--- config.mk ---
export PLATFORM = sky130hd
export DESIGN_NAME = rst_release_mirror
export DESIGN_NICKNAME = d
export VERILOG_FILES = /design/src/rtl/rst_release_mirror_pkg.sv /design/src/rtl/rst_release_tick.sv /design/src/rtl/rst_release_msdelay.sv /design/src/rtl/rst_release_mirror.sv
export SDC_FILE = /design/constraint.sdc
export NUM_CORES = 1
export LEC_CHECK = 0
export BUFFER_PORTS_ARGS = -buffer_cell sky130_fd_sc_hd__clkbuf_2
export CORE_MARGIN = 3
export CORE_UTILIZATION = 62
export DETAILED_ROUTE_END_ITERATION = 8
export PLACE_DENSITY = 0.82
export SYNTH_ARGS = -nofsm -noshare
export SYNTH_HDL_FRONTEND = slang
export SYNTH_HIERARCHICAL = 1
export SYNTH_SLANG_ARGS = --single-unit
--- constraint.sdc ---
create_clock -name clk -period 6.6 [get_ports clk]
set_clock_uncertainty 0.15 [all_clocks]
set_input_delay 0.66 -clock clk [delete_from_list [all_inputs] [get_ports clk]]
set_output_delay 0.66 -clock clk [all_outputs]
set_load 0.03 [all_outputs]
--- src/rtl/rst_release_mirror_pkg.sv ---
package rst_release_mirror_pkg;

    // Width of a counter that must reach n-1 (at least one bit).
    function automatic int cnt_width(input int n);
        return (n > 1) ? $clog2(n) : 1;
    endfunction

    // Controller view of one edge decision.
    typedef struct packed {
        logic start;    // begin a release wait (captures delay)
        logic fire;     // drive the mirror high
        logic drop;     // drive the mirror low
        logic abort;    // abandon a wait
    } mir_ctl_t;

    typedef enum logic [1:0] {
        MIR_HOLD  = 2'd0,
        MIR_FALL  = 2'd1,
        MIR_RISE  = 2'd2,
        MIR_WAIT  = 2'd3
    } mir_case_e;

endpackage

--- src/rtl/rst_release_tick.sv ---
module rst_release_tick
    import rst_release_mirror_pkg::*;
#(
    parameter int CYC_PER_MS = 50000
) (
    input  logic clk,
    input  logic rst,
    input  logic run,
    output logic tick
);
    localparam int CW = cnt_width(CYC_PER_MS);
    localparam logic [CW-1:0] LAST = CW'(CYC_PER_MS - 1);

    logic [CW-1:0] div_q;

    always_ff @(posedge clk) begin
        if (rst || !run) begin
            div_q <= '0;
        end else if (div_q == LAST) begin
            div_q <= '0;
        end else begin
            div_q <= div_q + 1'b1;
        end
    end

    assign tick = run && (div_q == LAST);
endmodule

--- src/rtl/rst_release_msdelay.sv ---
module rst_release_msdelay #(
    parameter int DLY_W = 8
) (
    input  logic             clk,
    input  logic             rst,
    input  logic             load,
    input  logic             clear,
    input  logic [DLY_W-1:0] dly_in,
    input  logic             tick,
    output logic             done
);
    logic [DLY_W-1:0] goal_q;
    logic [DLY_W-1:0] ms_q;
    logic [DLY_W:0]   ms_next;

    assign ms_next = {1'b0, ms_q} + 1'b1;

    always_ff @(posedge clk) begin
        if (rst || clear) begin
            goal_q <= '0;
            ms_q   <= '0;
        end else if (load) begin
            goal_q <= dly_in;
            ms_q   <= '0;
        end else if (tick) begin
            ms_q <= ms_next[DLY_W-1:0];
        end
    end

    assign done = tick && (ms_next == {1'b0, goal_q});
endmodule

--- src/rtl/rst_release_mirror.sv ---
module rst_release_mirror
    import rst_release_mirror_pkg::*;
#(
    parameter int CYC_PER_MS = 50000,
    parameter int DLY_W      = 8
) (
    input  logic             clk,
    input  logic             rst,
    input  logic             rst_src_i,
    input  logic             rail_en_i,
    input  logic [DLY_W-1:0] rel_dly_i,
    output logic             rst_mir_o,
    output logic             rel_pend_o
);
    logic      mir_q;
    logic      pend_q;
    logic      tick;
    logic      done;
    mir_case_e kase;
    mir_ctl_t  ctl;

    // Classify the relation between source and mirror.
    always_comb begin
        if (!rail_en_i)             kase = MIR_HOLD;
        else if (!rst_src_i)        kase = MIR_FALL;
        else if (mir_q)             kase = MIR_HOLD;
        else if (pend_q)            kase = MIR_WAIT;
        else                        kase = MIR_RISE;
    end

    always_comb begin
        ctl = '0;
        unique case (kase)
            MIR_HOLD: ctl.abort = !rail_en_i;
            MIR_FALL: begin
                ctl.drop  = 1'b1;
                ctl.abort = 1'b1;
            end
            MIR_RISE: begin
                if (rel_dly_i == '0) ctl.fire  = 1'b1;
                else                 ctl.start = 1'b1;
            end
            MIR_WAIT: ctl.fire = done;
            default:  ctl = '0;
        endcase
    end

    always_ff @(posedge clk) begin
        if (rst) begin
            mir_q  <= 1'b0;
            pend_q <= 1'b0;
        end else begin
            if (ctl.drop)      mir_q <= 1'b0;
            else if (ctl.fire) mir_q <= 1'b1;

            if (ctl.abort || ctl.fire) pend_q <= 1'b0;
            else if (ctl.start)        pend_q <= 1'b1;
        end
    end

    rst_release_tick #(.CYC_PER_MS(CYC_PER_MS)) u_tick (
        .clk  (clk),
        .rst  (rst),
        .run  (pend_q),
        .tick (tick)
    );

    rst_release_msdelay #(.DLY_W(DLY_W)) u_ms (
        .clk    (clk),
        .rst    (rst),
        .load   (ctl.start),
        .clear  (ctl.abort),
        .dly_in (rel_dly_i),
        .tick   (tick),
        .done   (done)
    );

    assign rst_mir_o  = mir_q;
    assign rel_pend_o = pend_q;
endmodule

Yosys cells after proc, flatten, opt, wreduce, memory -nomap -nowiden. Cells that the tools add are included.

Register bits: 34. Input port bits: 12. Output and inout port bits: 2. Word-level logic and storage cells: 35.

$add $sub $neg: 2. Equality and inequality tests: 5. Muxes and demuxes: 10. Reduce and logical (&&, ||, !) cells: 13.

Operator list (count): adder 16 x 1 -> 16 bit, second input constant (1); == test 16 bit, second input constant (1); adder 8 x 1 -> 9 bit, second input constant (1); == test 9 x 8 -> 1 bit (1); zero test 8 bit (1); OR reduction 2 bit (4); 2-to-1 mux 2 bit (3); 2-to-1 mux 1 bit (5); == test 2 bit, second input constant (2); case mux 1 bit (2 select lines) (2); logical OR 1 bit (3); == test 2 x 1 -> 1 bit, second input constant (1); logical AND 1 bit (2); zero test 1 bit (2); zero test 2 bit (1).

Depth between registers and ports, before layout. Gate-level depths: netlist of run 1.

Depth after elaboration: 8. Depth in mapped cells: 9. Depth with buffers taken out: 8.

Modules after synthesis. The synthesis of run 1 kept the hierarchy.

By module, submodules not included: rst_release_msdelay (times used 1, cells each 94, area each 830.8 um^2, sequential area each 320.3 um^2); rst_release_tick (times used 1, cells each 81, area each 719.4 um^2, sequential area each 320.3 um^2); rst_release_mirror (times used 1, cells each 15, area each 130.1 um^2, sequential area each 40.0 um^2).

Worst setup path before layout of run 1. Ideal clock, no wire load.

Kind: register -> register. From: reg u_tick.div_q[11]. To: reg mir_q (netlist: rst_mir_o). Setup time: 0.095 ns. Arrival: 2.200 ns. Required time: 6.355 ns. Path slack: 4.155 ns. Stages on the path, launching flop included: 9. Buffers on the path: 1. Clock period less this slack: 2.445 ns. Path through: dfxtp_1 or4_1 nor4_2 and2_1 buf_2 o2111ai_1 a2111oi_2 o21ai_0 a221oi_1.

Longest elaborated chain between the ends: 4.

Ends and longest elaborated chain: start, declared (line rst_release_tick.sv:14) `logic [CW-1:0] div_q;`; start signal, assigned (line rst_release_tick.sv:22) `div_q <= div_q + 1'b1;`; == test 16 bit (line rst_release_tick.sv:26) `assign tick = run && (div_q == LAST);`; logical AND 1 bit (line rst_release_tick.sv:26); via tick (line rst_release_mirror.sv:17) `logic tick;`; logical AND 1 bit (line rst_release_msdelay.sv:30) `assign done = tick && (ms_next == {1'b0, goal_q});`; via done (line rst_release_mirror.sv:18) `logic done;`; case mux 1 bit (2 select lines) (line rst_release_mirror.sv:33) `unique case (kase)`; end signal, assigned (line rst_release_mirror.sv:50) `mir_q <= 1'b0;`; end signal, assigned (line rst_release_mirror.sv:53) `if (ctl.drop) mir_q <= 1'b0;`; end signal, assigned (line rst_release_mirror.sv:54) `else if (ctl.fire) mir_q <= 1'b1;`; end, declared (line rst_release_mirror.sv:15) `logic mir_q;`.

The timed path passes the listed nets, and every way through them passes these cells. A chain may end at the register's enable or synchronous reset.

Final worst setup path of run 1. Ends and elaborated chain as after synthesis.

==> impl_results.html, run 1 <==
<table>
<tr><th>Metric</th><th>Value</th></tr>
<tr><th colspan="2">Layout</th></tr>
<tr><td>Most common cell after layout, fill and taps aside</td><td>nor2_1</td></tr>
<tr><td>Fin util</td><td>0.721</td></tr>
<tr><td>Number of cells in the finished layout apart from fillers</td><td>234</td></tr>
<tr><td>Inserted Diodes</td><td>0</td></tr>
<tr><td>Commonest non-fill, non-tap cells in the layout</td><td>nor2_1, dfxtp_1, xnor2_1, clkbuf_2</td></tr>
<tr><td>Post-route standard cell area excluding fillers</td><td>approximately 1800 µm²</td></tr>
<tr><td>Area overhead of the layout relative to synthesis</td><td>8.26%</td></tr>
<tr><td>Proportion of layout cells with a drive suffix above 1</td><td>0.127</td></tr>
<tr><td>NumNets Final</td><td>217</td></tr>
<tr><th colspan="2">GRT</th></tr>
<tr><td>Antenna violations before repair</td><td>0</td></tr>
<tr><td>Vias in the first global route</td><td>1344</td></tr>
<tr><td>Global-route wire length before repair</td><td>5550 µm</td></tr>
<tr><td>Overall Global Routing Usage</td><td>0.217</td></tr>
<tr><td>Leftover overflow at the end of global routing</td><td>0</td></tr>
<tr><td>Largest net degree at the start of global routing</td><td>17</td></tr>
<tr><th colspan="2">Critical path</th></tr>
<tr><td>Register-to-register setup slack</td><td>around 3.9 ns</td></tr>
<tr><td>Type of origin of the critical path</td><td>flop</td></tr>
<tr><td>Arrival time worst endpoint</td><td>between 2 and 3 ns</td></tr>
<tr><td>Type of destination of the critical path</td><td>flop</td></tr>
<tr><td>Crit Reg-Reg Endpoint</td><td>rst_mir_o</td></tr>
<tr><td>Worst EP required</td><td>6.70 ns</td></tr>
<tr><td>Reg-to-Reg Start</td><td>u_tick/div_q[11]</td></tr>
<tr><td>Path type of the worst setup path</td><td>reg -&gt; reg</td></tr>
<tr><td>Critical-path maximum fanout</td><td>7</td></tr>
<tr><td>Reg2Reg Depth</td><td>7</td></tr>
<tr><th colspan="2">Synth</th></tr>
<tr><td>Number of warnings reported in the yosys synthesis log</td><td>6</td></tr>
<tr><td>Count of flip-flops with a built-in enable after synthesis</td><td>0</td></tr>
<tr><td>Post-synth top area cell</td><td>dfxtp_1</td></tr>
<tr><td>Area fraction of the dominant cell type after synthesis</td><td>0.405</td></tr>
<tr><td>Post-synthesis instance area</td><td>between 1500 and 2000 µm²</td></tr>
<tr><td>Syn nets</td><td>204</td></tr>
<tr><td>Post-synthesis sequential element count</td><td>34</td></tr>
<tr><td>Cell count after synthesis</td><td>190</td></tr>
<tr><td>Synth Flop Type</td><td>dfxtp_1</td></tr>
<tr><td>Mean area per synthesized cell</td><td>just under 9 µm²</td></tr>
<tr><td>Sequential share of the synthesized area</td><td>0.405</td></tr>
<tr><td>Async set-or-reset flop fraction in the synthesized netlist</td><td>0</td></tr>
<tr><td>Number of library cell types mapped by synthesis</td><td>42</td></tr>
<tr><td>Cell types occupying the most area after synthesis</td><td>dfxtp_1, xnor2_1, nor2_1</td></tr>
<tr><th colspan="2">Worst hold path</th></tr>
<tr><td>Terminating pin of the worst hold path</td><td>u_tick/div_q[0]</td></tr>
<tr><td>Min-delay worst type</td><td>reg -&gt; reg</td></tr>
<tr><td>HP Start</td><td>u_tick/div_q[0]</td></tr>
<tr><td>Instance count along the most critical hold path</td><td>1</td></tr>
<tr><th colspan="2">Outcome</th></tr>
<tr><td>Run status</td><td>completed</td></tr>
<tr><th colspan="2">STA</th></tr>
<tr><td>Period utilization</td><td>0.412</td></tr>
<tr><td>Final critical delay including setup and external delays</td><td>about 2.7 ns</td></tr>
<tr><td>Count of endpoints failing hold in the final timing report</td><td>0</td></tr>
<tr><td>Setup-violating endpoint count in the final report</td><td>0</td></tr>
<tr><td>Total negative slack for setup checks</td><td>0 ns</td></tr>
<tr><td>Worst Max-Slew Pin Slew</td><td>0.523 ns</td></tr>
<tr><td>Number of max-slew violations in the final report</td><td>0</td></tr>
<tr><td>Relative slew slack</td><td>0.651</td></tr>
<tr><td>Unrepaired setup endpoints after global routing</td><td>false</td></tr>
<tr><td>Top achievable clock speed</td><td>368 MHz</td></tr>
<tr><th colspan="2">Clock network</th></tr>
<tr><td>Insertion delay of the later-clocked pin in the worst-skew pair</td><td>0.34 ns</td></tr>
<tr><td>Hold buffer count at CTS</td><td>0</td></tr>
<tr><td>Clock tree sinks</td><td>34</td></tr>
<tr><td>H-tree Lvls</td><td>2</td></tr>
<tr><td>Register clock-pin slew on the reported worst setup and hold paths</td><td>0.10 ns</td></tr>
<tr><td>Max Buffers Root-to-Sink</td><td>2</td></tr>
<tr><td>Setup bufs post-CTS</td><td>0</td></tr>
<tr><td>Root buffer selected by CTS</td><td>clkbuf_4</td></tr>
<tr><td>Number of cells upsized or downsized after cts</td><td>0</td></tr>
<tr><td>CTS tree</td><td>done</td></tr>
<tr><td>Total clock buffers created by CTS</td><td>5</td></tr>
<tr><th colspan="2">Run</th></tr>
<tr><td>Max capacitance violation total</td><td>0</td></tr>
<tr><th colspan="2">Route</th></tr>
<tr><td>Pre-antenna DRT Iters</td><td>4</td></tr>
<tr><td>Routed len/inst</td><td>around 14 µm</td></tr>
<tr><td>Final routed wirelength across all metal layers</td><td>3280 µm</td></tr>
<tr><td>DRT iter0 DRCs</td><td>53</td></tr>
<tr><td>DR DRC count</td><td>0</td></tr>
<tr><td>Routed vias</td><td>1361</td></tr>
<tr><td>Post-DRT Antenna Nets</td><td>0</td></tr>
<tr><td>Vias per Instance</td><td>5.82</td></tr>
<tr><th colspan="2">Die</th></tr>
<tr><td>Top Ports</td><td>14</td></tr>
<tr><td>DIE HEIGHT</td><td>58.1 µm</td></tr>
<tr><td>Initial cell density of the core</td><td>0.666</td></tr>
<tr><td>Number of cell rows</td><td>18</td></tr>
<tr><td>Floorplan die area</td><td>3370 µm²</td></tr>
<tr><td>Area of the core</td><td>2520 µm²</td></tr>
<tr><td>Die outline width</td><td>58.1 µm</td></tr>
<tr><th colspan="2">Place</th></tr>
<tr><td>HPWL reported at the end of detailed placement</td><td>2560 µm</td></tr>
<tr><td>Input/output buffers</td><td>13</td></tr>
<tr><td>Gp weighted congestion</td><td>0.842</td></tr>
<tr><td>Placed Instances</td><td>226</td></tr>
<tr><td>Cell Area, Placed</td><td>1740 µm²</td></tr>
<tr><th colspan="2">Pwr</th></tr>
<tr><td>IR Drop Worst-Case VDD</td><td>0.000177 V</td></tr>
<tr><td>LEAKAGE</td><td>between 0.6 and 0.7 nW</td></tr>
<tr><td>Total power draw</td><td>0.000371 W</td></tr>
<tr><td>Power Density</td><td>204 nW/µm²</td></tr>
</table>
[where the power goes]
part	internal (W)	switching [W]	total, W
sequential	0.000206	0.00000124	0.000207
combinational	0.00000734	0.00000935	0.0000167
clock	0.0000803	0.0000669	0.000147
[cells by family after synthesis]
kind of cell / Yosys count / share of synthesized area
and+or+nand+nor: 86 / 0.273
DFF: 34 / 0.405
xor gates and xnor gates: 26 / 0.136
AOI/OAI and AO/OA: 18 / 0.0745
buffers and inverters: 15 / 0.0432
muxes: 9 / 0.0536
adders and majority gates: 2 / 0.0149
[sequential cells by signal, indices dropped and copies added (netlist names)]
name	count
rel_pend_o	1
u_ms/ms_q	8
rst_mir_o	1
u_ms/goal_q	8
u_tick/div_q	16
[area by class of cell]
cell class | instances | area, µm²
timing repair buffer | 14 | 72.6
clock inverter | 1 | 30.0
clock buffer | 7 | 45.0
sequential | 34 | 681
multi-input combinational | 141 | 927
tap | 30 | 37.5
inverter | 7 | 26.3
fill | 192 | 703
[how the worst max path moves through the flow]
stage	endpoint	start	slack, ns	cells past startpoint
after detailed placement	rst_mir_o	u_tick/div_q[11]	3.88	7
after CTS	rst_mir_o	u_tick/div_q[11]	3.86	7
after global routing	rst_mir_o	u_tick/div_q[0]	3.66	8
final	rst_mir_o	u_tick/div_q[11]	3.88	7
after global placement	rst_mir_o	u_tick/div_q[11]	4.04	7
after floorplan	rst_mir_o	u_tick/div_q[11]	4.15	8
[routing by layer]
layer | track usage | vias up | wire, µm
li1 | - | 690 | -
met4 | 0.103 | 0 | 78
met1 | 0.216 | 640 | 1320
met3 | 0.0757 | 8 | 121
met2 | 0.397 | 23 | 1760
met5 | 0 | - | 0
[worst max-delay path, cell delays in order, from the launching register on]
cell       delay [ns]
dfxtp_1          0.38
or4_1            0.55
nor4_2           0.25
and2_1           0.33
o2111ai_1        0.17
a2111oi_2        0.43
o21ai_0          0.14
a221oi_1         0.24
[through the flow]
stage,worst slack (ns),hold WS [ns]
2_1_floorplan,4.15,0.280
3_3_place_gp,4.04,0.292
3_5_place_dp,3.88,0.310
4_1_cts,3.86,0.333
5_1_grt,3.66,0.373
6_report,3.88,0.327
[Yosys cell counts, drive strengths merged (3+ instances only)]
master and number:
a21oi 4, nor3 3, nor4 9, mux2i 9, and3 3, nand2 8
nor2 35, xnor2 17, nand3 8, nand4 4, inv 7, o21ai 4
buf 6, xor2 9, or3 3, dfxtp 34
No activity file was read; power rests on OpenSTA's default activity.
==> inputs of run 2 (changes only) <==
--- a/config.mk
+++ b/config.mk
@@ -7,9 +7,9 @@
 export LEC_CHECK = 0
 export BUFFER_PORTS_ARGS = -buffer_cell sky130_fd_sc_hd__clkbuf_2
 export CORE_MARGIN = 3
-export CORE_UTILIZATION = 62
+export CORE_UTILIZATION = 58
 export DETAILED_ROUTE_END_ITERATION = 8
-export PLACE_DENSITY = 0.82
+export PLACE_DENSITY = 0.78
 export SYNTH_ARGS = -nofsm -noshare
 export SYNTH_HDL_FRONTEND = slang
 export SYNTH_HIERARCHICAL = 1
==> constraint.sdc (replaced) <==
create_clock -name clk -period 2.65 [get_ports clk]
set_clock_uncertainty 0.15 [all_clocks]
set_input_delay 0.265 -clock clk [delete_from_list [all_inputs] [get_ports clk]]
set_output_delay 0.265 -clock clk [all_outputs]
set_load 0.03 [all_outputs]
==> run 2 against run 1 <==
  * Sequential power is 150% higher
  * Hold slack worse by 0.28 ns
  * Flip-flop and latch count stayed put
  * First-iteration DRC count is 23% lower
  * Global-route usage is 1.4 points lower
==> impl_results.html, run 2 (same netlist as run 1, synthesis figures left out) <==
<table>
<tr><th>Metric</th><th>Value</th></tr>
<tr><th colspan="2">Layout</th></tr>
<tr><td>Proportion of layout cells with a drive suffix above 1</td><td>0.141 (was 0.127)</td></tr>
<tr><td>Most common cell after layout, fill and taps aside</td><td>nor2_1 (unchanged)</td></tr>
<tr><td>Register ranked first by flip-flop count</td><td>u_tick/div_q (unchanged)</td></tr>
<tr><td>Commonest non-fill, non-tap cells in the layout</td><td>nor2_1, dfxtp_1, xnor2_1, clkbuf_2 (unchanged)</td></tr>
<tr><td>Inserted Diodes</td><td>0 (unchanged)</td></tr>
<tr><td>NumNets Final</td><td>218 (was 217)</td></tr>
<tr><td>Number of flip-flops under the largest register name</td><td>16 (unchanged)</td></tr>
<tr><td>Number of cells in the finished layout apart from fillers</td><td>235 (was 234)</td></tr>
<tr><td>Number of inserted filler cells in the final layout</td><td>222 (was 192)</td></tr>
<tr><td>Area overhead of the layout relative to synthesis</td><td>8.94% (was 8.26%)</td></tr>
<tr><td>Fin util</td><td>0.701 (was 0.721)</td></tr>
<tr><td>Sequential cell area</td><td>681 µm² (unchanged)</td></tr>
<tr><td>Registers with the most flip-flops</td><td>u_tick/div_q: 16 flops, u_ms/goal_q: 8 flops, u_ms/ms_q: 8 flops (unchanged)</td></tr>
<tr><td>Multi-input gate area in the final layout</td><td>927 µm² (unchanged)</td></tr>
<tr><th colspan="2">STA</th></tr>
<tr><td>Worst Slack Setup Final</td><td>0.166 ns (was 3.88 ns)</td></tr>
<tr><td>Worst Max-Slew Pin Slew</td><td>0.517 ns (was 0.523 ns)</td></tr>
<tr><td>Top achievable clock speed</td><td>403 MHz (was 368 MHz)</td></tr>
<tr><td>Count of endpoints failing hold in the final timing report</td><td>0 (unchanged)</td></tr>
<tr><td>Period utilization</td><td>0.937 (was 0.412)</td></tr>
<tr><td>Unrepaired setup endpoints after global routing</td><td>false (unchanged)</td></tr>
<tr><td>Total negative slack for setup checks</td><td>0 ns (unchanged)</td></tr>
<tr><td>Setup-violating endpoint count in the final report</td><td>0 (unchanged)</td></tr>
<tr><td>Hold slack final</td><td>0.0435 ns (was 0.327 ns)</td></tr>
<tr><td>Final critical delay including setup and external delays</td><td>2.48 ns (was 2.72 ns)</td></tr>
<tr><td>Relative slew slack</td><td>0.656 (was 0.651)</td></tr>
<tr><td>Number of max-slew violations in the final report</td><td>0 (unchanged)</td></tr>
<tr><th colspan="2">Place</th></tr>
<tr><td>Input/output buffers</td><td>13 (unchanged)</td></tr>
<tr><td>Worst setup timing slack at the placement stage</td><td>0.177 ns (was 3.88 ns)</td></tr>
<tr><td>Gp weighted congestion</td><td>0.937 (was 0.842)</td></tr>
<tr><td>HPWL reported at the end of detailed placement</td><td>2380 µm (was 2560 µm)</td></tr>
<tr><td>Placed Instances</td><td>227 (was 226)</td></tr>
<tr><th colspan="2">Critical path</th></tr>
<tr><td>Arrival time worst endpoint</td><td>2.57 ns (was 2.82 ns)</td></tr>
<tr><td>Type of origin of the critical path</td><td>flop (unchanged)</td></tr>
<tr><td>Crit path cell chain</td><td>or4_1 -&gt; nor4_2 -&gt; and2_1 -&gt; o2111ai_1 -&gt; a2111oi_2 -&gt; o21ai_0 -&gt; a221oi_1 (unchanged)</td></tr>
<tr><td>Worst EP required</td><td>2.74 ns (was 6.70 ns)</td></tr>
<tr><td>Reg2Reg Depth</td><td>7 (unchanged)</td></tr>
<tr><td>Crit Reg-Reg Endpoint</td><td>rst_mir_o (unchanged)</td></tr>
<tr><td>Register-to-register setup slack</td><td>0.17 ns (was 3.88 ns)</td></tr>
<tr><td>Largest stage delay on the critical path</td><td>0.55 ns (about the same)</td></tr>
<tr><td>Path type of the worst setup path</td><td>reg -&gt; reg (unchanged)</td></tr>
<tr><td>Critical-path maximum fanout</td><td>6 (was 7)</td></tr>
<tr><td>Type of destination of the critical path</td><td>flop (unchanged)</td></tr>
<tr><td>Reg-to-Reg Start</td><td>u_tick/div_q[11] (unchanged)</td></tr>
<tr><td>CP max stage cell</td><td>or4_1 (unchanged)</td></tr>
<tr><th colspan="2">GRT</th></tr>
<tr><td>Global-route wire length before repair</td><td>5520 µm (was 5550 µm)</td></tr>
<tr><td>Leftover overflow at the end of global routing</td><td>0 (unchanged)</td></tr>
<tr><td>Vias in the first global route</td><td>1354 (was 1344)</td></tr>
<tr><td>Overall Global Routing Usage</td><td>0.203 (was 0.217)</td></tr>
<tr><td>Largest net degree at the start of global routing</td><td>17 (unchanged)</td></tr>
<tr><td>Antenna violations before repair</td><td>0 (unchanged)</td></tr>
<tr><th colspan="2">Route</th></tr>
<tr><td>DRT iter0 DRCs</td><td>41 (was 53)</td></tr>
<tr><td>Routed len/inst</td><td>13.6 µm (was 14.0 µm)</td></tr>
<tr><td>Final routed wirelength across all metal layers</td><td>3200 µm (was 3280 µm)</td></tr>
<tr><td>Post-DRT Antenna Nets</td><td>0 (unchanged)</td></tr>
<tr><td>Vias per Instance</td><td>5.83 (was 5.82)</td></tr>
<tr><td>Pre-antenna DRT Iters</td><td>4 (unchanged)</td></tr>
<tr><td>Routed vias</td><td>1371 (was 1361)</td></tr>
<tr><td>DR DRC count</td><td>0 (unchanged)</td></tr>
<tr><th colspan="2">Clock network</th></tr>
<tr><td>Insertion delay of the later-clocked pin in the worst-skew pair</td><td>0.33 ns (was 0.34 ns)</td></tr>
<tr><td>Register clock-pin slew on the reported worst setup and hold paths</td><td>0.10 ns (about the same)</td></tr>
<tr><td>Setup bufs post-CTS</td><td>0 (unchanged)</td></tr>
<tr><td>Total clock buffers created by CTS</td><td>5 (unchanged)</td></tr>
<tr><td>Root buffer selected by CTS</td><td>clkbuf_4 (unchanged)</td></tr>
<tr><td>Clock tree sinks</td><td>34 (unchanged)</td></tr>
<tr><td>Number of cells upsized or downsized after cts</td><td>0 (unchanged)</td></tr>
<tr><td>Hold buffer count at CTS</td><td>0 (unchanged)</td></tr>
<tr><td>Max Buffers Root-to-Sink</td><td>2 (unchanged)</td></tr>
<tr><td>H-tree Lvls</td><td>2 (unchanged)</td></tr>
<tr><td>CTS tree</td><td>done (unchanged)</td></tr>
<tr><th colspan="2">Worst hold path</th></tr>
<tr><td>HP Start</td><td>rel_dly_i[2] (was u_tick/div_q[0])</td></tr>
<tr><td>Min-delay worst type</td><td>in -&gt; reg (was reg -&gt; reg)</td></tr>
<tr><td>Instance count along the most critical hold path</td><td>3 (was 1)</td></tr>
<tr><td>Terminating pin of the worst hold path</td><td>u_ms/goal_q[2] (was u_tick/div_q[0])</td></tr>
<tr><th colspan="2">Die</th></tr>
<tr><td>Die outline width</td><td>59.8 µm (was 58.1 µm)</td></tr>
<tr><td>Floorplan die area</td><td>3580 µm² (was 3370 µm²)</td></tr>
<tr><td>Number of cell rows</td><td>18 (unchanged)</td></tr>
<tr><td>Top Ports</td><td>14 (unchanged)</td></tr>
<tr><td>DIE HEIGHT</td><td>59.8 µm (was 58.1 µm)</td></tr>
<tr><td>Area of the core</td><td>2610 µm² (was 2520 µm²)</td></tr>
<tr><td>Initial cell density of the core</td><td>0.643 (was 0.666)</td></tr>
<tr><th colspan="2">Run</th></tr>
<tr><td>Max capacitance violation total</td><td>0 (unchanged)</td></tr>
<tr><th colspan="2">Outcome</th></tr>
<tr><td>Run status</td><td>completed (unchanged)</td></tr>
<tr><th colspan="2">Pwr</th></tr>
<tr><td>LEAKAGE</td><td>0.621 nW (was 0.610 nW)</td></tr>
<tr><td>Power Density</td><td>497 nW/µm² (was 204 nW/µm²)</td></tr>
<tr><td>IR Drop Worst-Case VDD</td><td>0.000391 V (was 0.000177 V)</td></tr>
</table>
## run 2: how the worst max path moves through the flow
stage	endpoint	slack [ns]	start	cells past startpoint
global route	rst_mir_o	0.005	u_tick/div_q[0]	8
finish	rst_mir_o	0.17	u_tick/div_q[11]	7
CTS	rst_mir_o	0.16	u_tick/div_q[11]	7
floorplan	rst_mir_o	0.20	u_tick/div_q[11]	8
detailed placement	rst_mir_o	0.18	u_tick/div_q[11]	7
global placement	rst_mir_o	0.26	u_tick/div_q[11]	7
## run 2: through the flow
stage	instance area [µm²]	power, W
4_1_cts	1830	0.000916
6_report	1830	0.000910
2_1_floorplan	1680	0.000553
3_5_place_dp	1750	0.000569
5_1_grt	1830	0.000947
3_3_place_gp	1750	0.000568
## run 2: critical path, delay by kind of cell, from the launching register on
family / cells / cell delay, ns
flip-flops: 1 / 0.38
AO/OA/AOI/OAI: 4 / 0.89
AND/OR/NAND/NOR: 3 / 0.97
## run 2: report_power, final
group	switching [W]	internal (W)
clock network	0.000172	0.000181
registers	0.00000315	0.000513
logic	0.0000228	0.0000183
total	0.000197	0.000713
## run 2: layout make-up
class                      instances  share of cell area
sequential                        34               0.372
inverter                           7              0.0144
timing repair buffer              15              0.0437
tap                               30              0.0205
clock buffer                       8              0.0431
multi-input combinational        141               0.506
## run 2: per-layer routing
metal / share of wire / vias up / track usage
li1: - / 686 / -
met1: 0.43 / 652 / 0.215
met2: 0.52 / 23 / 0.378
met3: 0.029 / 10 / 0.0389
met4: 0.021 / 0 / 0.0949
met5: 0 / - / 0
